### config.mk
export PLATFORM = sky130hd
export DESIGN_NAME = pla_tseq_gen
export DESIGN_NICKNAME = d
export VERILOG_FILES = /design/src/rtl/pla_tseq_pkg.sv /design/src/rtl/pla_tseq_ring.sv /design/src/rtl/pla_tseq_ctrl.sv /design/src/rtl/pla_tseq_decode.sv /design/src/rtl/pla_tseq_gen.sv
export SDC_FILE = /design/constraint.sdc
export NUM_CORES = 1
export LEC_CHECK = 0
export BUFFER_PORTS_ARGS = -buffer_cell sky130_fd_sc_hd__buf_2
export CAP_MARGIN = 20
export CORE_MARGIN = 2
export CORE_UTILIZATION = 45
export CTS_CLUSTER_DIAMETER = 80
export DETAILED_ROUTE_END_ITERATION = 12
export GPL_TIMING_DRIVEN = 0
export PLACE_DENSITY = 0.81
export SYNTH_ARGS = -nofsm -noshare
export SYNTH_HDL_FRONTEND = slang
export SYNTH_SLANG_ARGS = --single-unit
export TNS_END_PERCENT = 1
### constraint.sdc
create_clock -name clk_i -period 1.3 [get_ports clk_i]
set_input_delay 0.13 -clock clk_i [delete_from_list [all_inputs] [get_ports clk_i]]
set_output_delay 0.13 -clock clk_i [all_outputs]
set_load 0.02 [all_outputs]
### src/rtl/pla_tseq_pkg.sv
package pla_tseq_pkg;
  typedef enum logic [2:0] {
    PH_IDLE    = 3'd0,
    PH_QUIET   = 3'd1,
    PH_PROD_HI = 3'd2,
    PH_PROD_LO = 3'd3,
    PH_BIT_T   = 3'd4,
    PH_BIT_C   = 3'd5
  } phase_e;
endpackage

### src/rtl/pla_tseq_ring.sv
// One-hot position register; rotates by one per step, wraps after the top bit.
module pla_tseq_ring #(
  parameter int W = 4
) (
  input  logic         clk_i,
  input  logic         rst_ni,
  input  logic         clr_i,
  input  logic         step_i,
  output logic [W-1:0] pos_o,
  output logic         last_o
);
  localparam logic [W-1:0] FIRST = W'(1);

  logic [W-1:0] pos_q, pos_next;

  generate
    if (W == 1) begin : g_single
      assign pos_next = pos_q;
    end else begin : g_rot
      assign pos_next = {pos_q[W-2:0], pos_q[W-1]};
    end
  endgenerate

  always_ff @(posedge clk_i or negedge rst_ni) begin
    if (!rst_ni)     pos_q <= FIRST;
    else if (clr_i)  pos_q <= FIRST;
    else if (step_i) pos_q <= pos_next;
  end

  assign pos_o  = pos_q;
  assign last_o = pos_q[W-1];

  a_r3_ring_onehot: assert property (@(posedge clk_i) disable iff (!rst_ni)
    $onehot(pos_q));
endmodule

### src/rtl/pla_tseq_ctrl.sv
module pla_tseq_ctrl
  import pla_tseq_pkg::*;
(
  input  logic   clk_i,
  input  logic   rst_ni,
  input  logic   start_i,
  input  logic   prod_last_i,
  input  logic   bit_last_i,
  output phase_e phase_o,
  output logic   ring_clr_o,
  output logic   prod_step_o,
  output logic   bit_step_o,
  output logic   done_o
);
  phase_e phase_q, phase_d;
  logic   done_q;
  logic   in_bits;

  assign in_bits = (phase_q == PH_BIT_T) || (phase_q == PH_BIT_C);

  always_comb begin
    phase_d = phase_q;
    unique case (phase_q)
      PH_IDLE:    if (start_i) phase_d = PH_QUIET;
      PH_QUIET:   phase_d = PH_PROD_HI;
      PH_PROD_HI: if (prod_last_i) phase_d = PH_PROD_LO;
      PH_PROD_LO: if (prod_last_i) phase_d = PH_BIT_T;
      PH_BIT_T:   if (prod_last_i && bit_last_i) phase_d = PH_BIT_C;
      PH_BIT_C:   if (prod_last_i && bit_last_i) phase_d = PH_IDLE;
      default:    phase_d = PH_IDLE;
    endcase
  end

  always_ff @(posedge clk_i or negedge rst_ni) begin
    if (!rst_ni) begin
      phase_q <= PH_IDLE;
      done_q  <= 1'b0;
    end else begin
      phase_q <= phase_d;
      done_q  <= (phase_q == PH_BIT_C) && prod_last_i && bit_last_i;
    end
  end

  assign ring_clr_o  = (phase_q == PH_IDLE) || (phase_q == PH_QUIET);
  assign prod_step_o = (phase_q == PH_PROD_HI) || (phase_q == PH_PROD_LO) || in_bits;
  assign bit_step_o  = in_bits && prod_last_i;
  assign phase_o     = phase_q;
  assign done_o      = done_q;

  a_r2_quiet_single: assert property (@(posedge clk_i) disable iff (!rst_ni)
    (phase_q == PH_QUIET) |=> (phase_q == PH_PROD_HI));
  a_r9_no_restart: assert property (@(posedge clk_i) disable iff (!rst_ni)
    (phase_q == PH_BIT_T) |=> (phase_q == PH_BIT_T || phase_q == PH_BIT_C));
  a_r8_done_pulse: assert property (@(posedge clk_i) disable iff (!rst_ni)
    done_q |=> !done_q);
  a_r8_done_after_last: assert property (@(posedge clk_i) disable iff (!rst_ni)
    done_q |-> (phase_q == PH_IDLE) && ($past(phase_q) == PH_BIT_C));
endmodule

### src/rtl/pla_tseq_decode.sv
module pla_tseq_decode
  import pla_tseq_pkg::*;
#(
  parameter int N_IN   = 4,
  parameter int N_PROD = 6
) (
  input  logic              clk_i,
  input  logic              rst_ni,
  input  phase_e            phase_i,
  input  logic [N_PROD-1:0] prod_pos_i,
  input  logic [N_IN-1:0]   bit_pos_i,
  input  logic              prod_last_i,
  output logic              force_true_o,
  output logic              force_comp_o,
  output logic [N_IN-1:0]   in_vec_o,
  output logic [N_PROD-1:0] prod_sel_no,
  output logic              cmp_stb_o
);
  always_comb begin
    force_true_o = 1'b1;
    force_comp_o = 1'b1;
    in_vec_o     = '0;
    prod_sel_no  = '1;
    cmp_stb_o    = 1'b0;
    unique case (phase_i)
      PH_QUIET: cmp_stb_o = 1'b1;
      PH_PROD_HI: begin
        in_vec_o    = '1;
        prod_sel_no = ~prod_pos_i;
        cmp_stb_o   = 1'b1;
      end
      PH_PROD_LO: begin
        prod_sel_no = ~prod_pos_i;
        cmp_stb_o   = 1'b1;
      end
      PH_BIT_T: begin
        force_true_o = 1'b0;
        in_vec_o     = bit_pos_i;
        prod_sel_no  = ~prod_pos_i;
        cmp_stb_o    = prod_last_i;
      end
      PH_BIT_C: begin
        force_comp_o = 1'b0;
        in_vec_o     = ~bit_pos_i;
        prod_sel_no  = ~prod_pos_i;
        cmp_stb_o    = prod_last_i;
      end
      default: ;
    endcase
  end

  a_r7_strobe_on_last: assert property (@(posedge clk_i) disable iff (!rst_ni)
    ((phase_i == PH_BIT_T || phase_i == PH_BIT_C) && cmp_stb_o) |-> !prod_sel_no[N_PROD-1]);
  a_r5_single_side: assert property (@(posedge clk_i) disable iff (!rst_ni)
    !(force_true_o == 1'b0 && force_comp_o == 1'b0));
  a_r3_one_enabled: assert property (@(posedge clk_i) disable iff (!rst_ni)
    (phase_i != PH_IDLE && phase_i != PH_QUIET) |-> ($countones(~prod_sel_no) == 1));
endmodule

### src/rtl/pla_tseq_gen.sv
module pla_tseq_gen
  import pla_tseq_pkg::*;
#(
  parameter int N_IN   = 4,
  parameter int N_PROD = 6
) (
  input  logic              clk_i,
  input  logic              rst_ni,
  input  logic              start_i,
  output logic              force_true_o,
  output logic              force_comp_o,
  output logic [N_IN-1:0]   in_vec_o,
  output logic [N_PROD-1:0] prod_sel_no,
  output logic [2:0]        phase_o,
  output logic              cmp_stb_o,
  output logic              done_o
);
  phase_e            phase;
  logic              ring_clr, prod_step, bit_step;
  logic              prod_last, bit_last;
  logic [N_PROD-1:0] prod_pos;
  logic [N_IN-1:0]   bit_pos;

  pla_tseq_ctrl u_ctrl (
    .clk_i       (clk_i),
    .rst_ni      (rst_ni),
    .start_i     (start_i),
    .prod_last_i (prod_last),
    .bit_last_i  (bit_last),
    .phase_o     (phase),
    .ring_clr_o  (ring_clr),
    .prod_step_o (prod_step),
    .bit_step_o  (bit_step),
    .done_o      (done_o)
  );

  pla_tseq_ring #(.W(N_PROD)) u_prod_ring (
    .clk_i  (clk_i),
    .rst_ni (rst_ni),
    .clr_i  (ring_clr),
    .step_i (prod_step),
    .pos_o  (prod_pos),
    .last_o (prod_last)
  );

  pla_tseq_ring #(.W(N_IN)) u_bit_ring (
    .clk_i  (clk_i),
    .rst_ni (rst_ni),
    .clr_i  (ring_clr),
    .step_i (bit_step),
    .pos_o  (bit_pos),
    .last_o (bit_last)
  );

  pla_tseq_decode #(.N_IN(N_IN), .N_PROD(N_PROD)) u_decode (
    .clk_i        (clk_i),
    .rst_ni       (rst_ni),
    .phase_i      (phase),
    .prod_pos_i   (prod_pos),
    .bit_pos_i    (bit_pos),
    .prod_last_i  (prod_last),
    .force_true_o (force_true_o),
    .force_comp_o (force_comp_o),
    .in_vec_o     (in_vec_o),
    .prod_sel_no  (prod_sel_no),
    .cmp_stb_o    (cmp_stb_o)
  );

  assign phase_o = phase;

  a_r9_start_while_busy: assert property (@(posedge clk_i) disable iff (!rst_ni)
    (phase_o == 3'd2 && start_i) |=> (phase_o == 3'd2 || phase_o == 3'd3));
endmodule

; Yosys cells after proc, flatten, opt, wreduce, memory -nomap -nowiden
; Cells that the tools add are included.
[word_totals]
regBits = 14
input_bits = 3
out_inout_bits = 17
wordCells = 46
[op_classes]
n_eq_ne = 10
n_mux = 15
n_bitwise = 2
reduce_logical = 15
[ops]
columns = cell, n
row1 = $mux W6, 3
row2 = $pmux W3 S6, 1
row3 = $mux W3, 5
row4 = $pmux W4 S3, 1
row5 = $mux W4, 2
row6 = $eq A3 B2 Y1 const B, 2
row7 = $eq A3 B3 Y1 const B, 2
row8 = $ne A2 B1 Y1 const B, 3
row9 = $not A6 Y6, 1
row10 = $reduce_and A5 Y1, 1
row11 = $logic_and A1 B1 Y1, 4
row12 = $logic_or A1 B1 Y1, 4
row13 = $ne A2 B2 Y1 const B, 2
row14 = $not A4 Y4, 1
row15 = $reduce_bool A2 Y1, 2
row16 = $reduce_or A4 Y1, 1
row17 = $eq A3 B1 Y1 const B, 1
row18 = $logic_not A3 Y1, 1
row19 = $reduce_or A3 Y1, 1
row20 = $mux W1, 2
row21 = $pmux W1 S2, 1
row22 = $reduce_or A2 Y1, 1

; Longest topological paths before layout
[depth]
word_depth = 5
mapped_depth = 6
depth_no_buf = 5

; Hierarchy
; From an unflattened synthesis, not the netlist that was laid out.
[unflattened]
hier_cells = 81
hier_area_um2 = 798.3
[by_module_without_submodules]
columns = mod, n_inst, cells_per_inst, area_each_um2, seq_area_each_um2
row1 = pla_tseq_ring at u_prod_ring, 1, 20, 256.5, 151.4
row2 = pla_tseq_ctrl, 1, 24, 225.2, 100.1
row3 = pla_tseq_ring at u_bit_ring, 1, 14, 172.7, 101.3
row4 = pla_tseq_decode, 1, 23, 143.9, 0.0

; Worst setup path before layout
; No wires, ideal clock.
[synth_timing]
path_kind = reg2out
start = register u_ctrl.phase_q[1], in the netlist u_ctrl.phase_o[1]
end = output port in_vec_o[3]
arrival_time_ns = 1.623
required_ns = 1.170
path_slack_ns = -0.453
stages_incl_launch_ff = 7
cell_sequence = dfrtp_1 > buf_6 > inv_1 > ha_1 > and3b_2 > a21oi_1 > o22ai_1
[synth_via]
elab_chain_len = 2
word_cells_on_any_way = 4
cone_classes = eq/ne: 3 / mux: 1
[synth_rtl]
columns = item, line_no
row1 = from (decl), pla_tseq_ctrl.sv:15  ; phase_e phase_q, phase_d;
row2 = from (signal assigned), pla_tseq_ctrl.sv:39  ; phase_q <= phase_d;
row3 = $eq A3 B3 Y1 / $eq A3 B2 Y1 (equally long branches), pla_tseq_decode.sv:25  ; unique case (phase_i)
row4 = $pmux W4 S3 (*), pla_tseq_decode.sv:25
row5 = to (decl), pla_tseq_gen.sv:12  ; output logic [N_IN-1:0] in_vec_o,
; Mark *: on every way between the ends. The rest lies on a longest branch, timed or not.

; Worst setup path in the final report
[layout_timing]
start = register u_ctrl.phase_q[1], in the netlist u_ctrl.phase_o[1]
end = output port in_vec_o[2]
; Same word-level chain as after synthesis.

==> impl_results.md <==
- Detailed Route Iter0 Violations: 9
- Residual DRC: 0
- Layout cells sized above 1: 0.4188
- Clock sinks: 14
- Final RePlAce weighted congestion: 0.8291
- Minimum clock period: 1.749 ns
- Mapped Avg Cell Area: between 8 and 9 sq um
- WL final: between 1500 and 2000 microns
- I/O Buffers: 19
- Worst-path cell chain: buf_6 -> inv_4 -> ha_4 -> and3b_2 -> a21oi_2 -> o21ai_2 -> buf_6
- CTS tree: built
- WL met2: between 800 and 900 microns
- Highest routed layer: met4
- CTS Buf Count: 3
- Maximum vdd drop: between 0.0004 and 0.0005 V
- Dominant cell type by area after synthesis: dfrtp_1
- Dpl cell area: 950.9 sq um
- Initial antenna violation count: 0
- CTS HTree Levels: 1
- WP data arrival: roughly 1.6 ns
- Nets: 125
- Metal3 WL: roughly 80 microns
- Ys flop type: dfrtp_1
- Final instance area: approximately 1100 sq um
- Final setup fails: 19
- Via density: 5.552
- Row count: 15
- Initial core utilization: 0.4689
- Critical path class: flop to output pin
- Register area: 355.3 sq um
- Synth cell count leaders: nand2_1, dfrtp_1, o21ai_1
- Part of the cycle the worst path needs: 1.345
- Final worst slack: -0.4488 ns
- Async SR Flop Fraction: 1.000
- Final Slew Violations: 0
- Clock skew: 0.008638 ns
- Core Box Area: 1689 sq um
- Fmax: ~570 MHz
- Final Hold Vio Count: 0
- Most frequent CP cell: buf_6
- Die X: 45.95 microns
- Clock Latency Late Sink: ~0.28 ns
- Pre-antenna DRT Iters: 4
- WL/cell: 13.07 microns
- FF+latch count, synth: 14
- Area Overhead vs Synth: 37.60%
- First-pass GRT wire length: 2973 microns
- RSZ-0062 raised after global routing: true
- Seq/Total Area, Yosys: 0.4455
- DIE AREA: 2111 sq um
- Mapped Nets: 96
- Relative slew slack: 0.7908
- Sum of negative setup slack: -4.429 ns
- PwrDens: 644.2 nW/um^2
- IO Pins: 20
- Die H: 45.95 microns
- Largest cells by area after synthesis: dfrtp_1, nand2_1, dfstp_2
- CP startpoint kind: flop
- Largest net degree at the start of global routing: 15
- CP required: roughly 1.2 ns
- CP Capture Type: output pin
- Grt total ovfl: 0
- CTS root buffer: clkbuf_4
- Final ANT Viol Nets: 0
- Yosys Warn Count: 0
- Cell Area, Synth: approximately 790 sq um
- Aggregate global-route resource usage: 0.1971
- Layout fillers: 147
- M1 WL: 805 microns
- Hold slack final: 0.2512 ns
- Failing checks: negative setup slack
- Crit Path Max Fanout: 5
- Post-synth top area share: 0.3791
- DR vias: 744
- Max Cap Viol: 0
- Count of different cell masters after synthesis: 27
- Lkg Pwr: 0.5086 nW
- CP max stage cell: dfrtp_2
- Maximum clock path buffer count: 2
- Least-Margin Pin Slew: between 0.3 and 0.4 ns
- Status: finished with violations
- Worst Hold Class: input pin to flop
- Most numerous cell in the Yosys netlist: nand2_1
- Ant. Diodes: 0
- Multi-input gate area: between 400 and 500 sq um
- Detail Placement HPWL: around 1200 microns
- Vias in the first global route: 670
- CP peak stage delay: 0.41 ns
- Clock transition at path regs: approximately 0.080 ns
- Syn Inst Count: 89
- EDFF count, synth: 0
==> logic make-up after synthesis <==
kind of cell               after synthesis  synth area share
and+or+nand+nor                         37            0.2354
AOI/OAI and AO/OA                       25            0.1864
DFF                                     14            0.4455
buffers and inverters                    7           0.04582
adders and majority gates                4           0.06319
xor gates and xnor gates                 1           0.01106
muxes                                    1           0.01264
==> routing by layer <==
layer | vias to the layer above | track usage
met5 | - | 0
met4 | 0 | 0.06857
met3 | 2 | 0.03968
met2 | 22 | 0.3139
met1 | 355 | 0.2643
li1 | 365 | -
==> through the flow <==
step,total power (W),std cells,util,worst slack (ns)
final,0.0007021,134,0.6452,-0.4488
after global routing,0.0007359,134,0.6452,-0.5348
after CTS,0.0007099,133,0.6296,-0.4521
after detailed placement,0.0004562,125,0.5630,-0.2569
after global placement,0.0004560,125,0.5630,-0.2144
after floorplan,0.0004447,89,-,-0.1810
==> power by group <==
group | switching (W) | leakage, nW | total [W] | internal, W
Combinational | 0.00000916 | 0.323 | 0.0000137 | 0.00000458
Clock | 0.000134 | 0.0150 | 0.000253 | 0.000119
Sequential | 0 | 0.171 | 0.000435 | 0.000435
==> sequential cells by signal, summed over array words and instances, names as in the netlist <==
register and flops:
u_bit_ring.pos_o 4, u_ctrl.phase_o 3, u_ctrl.done_o 1, u_prod_ring.pos_o 6
==> area by class of cell <==
type / instances / area share
Timing Repair Buffer: 24 / 0.1584
Sequential cell: 14 / 0.3261
Tap cell: 17 / 0.01952
Multi-Input combinational cell: 68 / 0.4340
Inverter: 2 / 0.009185
Clock buffer: 4 / 0.02411
Buffer: 5 / 0.02870
==> worst paths after layout <==
path                                       from  cells past startpoint  slack (ns)                    to
min reg2reg                u_prod_ring.pos_o[0]                      2        0.49  u_prod_ring.pos_o[0]
max in group asynchronous                rst_ni                      2        0.74   u_bit_ring.pos_o[0]
max reg2reg                   u_ctrl.phase_o[2]                      5       -0.05  u_prod_ring.pos_o[2]
max                           u_ctrl.phase_o[1]                      7       -0.45           in_vec_o[2]
min                                     start_i                      4        0.25     u_ctrl.phase_o[0]
min in group asynchronous                rst_ni                      2        0.26     u_ctrl.phase_o[0]
==> worst max-delay path: cells and delay by family, from the launching register on <==
| kind | cells | cell delay, ns |
|---|---|---|
| simple gates | 1 | 0.27 |
| flops | 1 | 0.41 |
| buf+inv | 3 | 0.32 |
| fa+ha+maj | 1 | 0.14 |
| compound gates | 2 | 0.20 |
==> what timing repair did <==
item | in CTS | in global routing
hold buffers | 1 | 0
endpoints found under the hold margin | 12 | 0
endpoints found under the setup margin | 23 | 20
resized for setup | 14 | 5
pin swaps | 4 | 2
buffers inserted | 3 | 1
==> cell usage in the layout, fill, tap and decap left out, drive strengths merged, types with 2 or more instances in the layout <==
cell / netlist / layout
a21oi: 7 / 7
nand2b: 6 / 6
dfrtp: 12 / 12
dfstp: 2 / 2
a31oi: 2 / 2
clkbuf: 2 / 6
nand3b: 2 / 2
buf: 3 / 26
nand2: 18 / 18
nand3: 4 / 4
o22ai: 3 / 3
inv: 2 / 2
o21ai: 9 / 9
ha: 4 / 4
nor2: 2 / 2
Note: power is estimated with default switching activity, not from simulation.
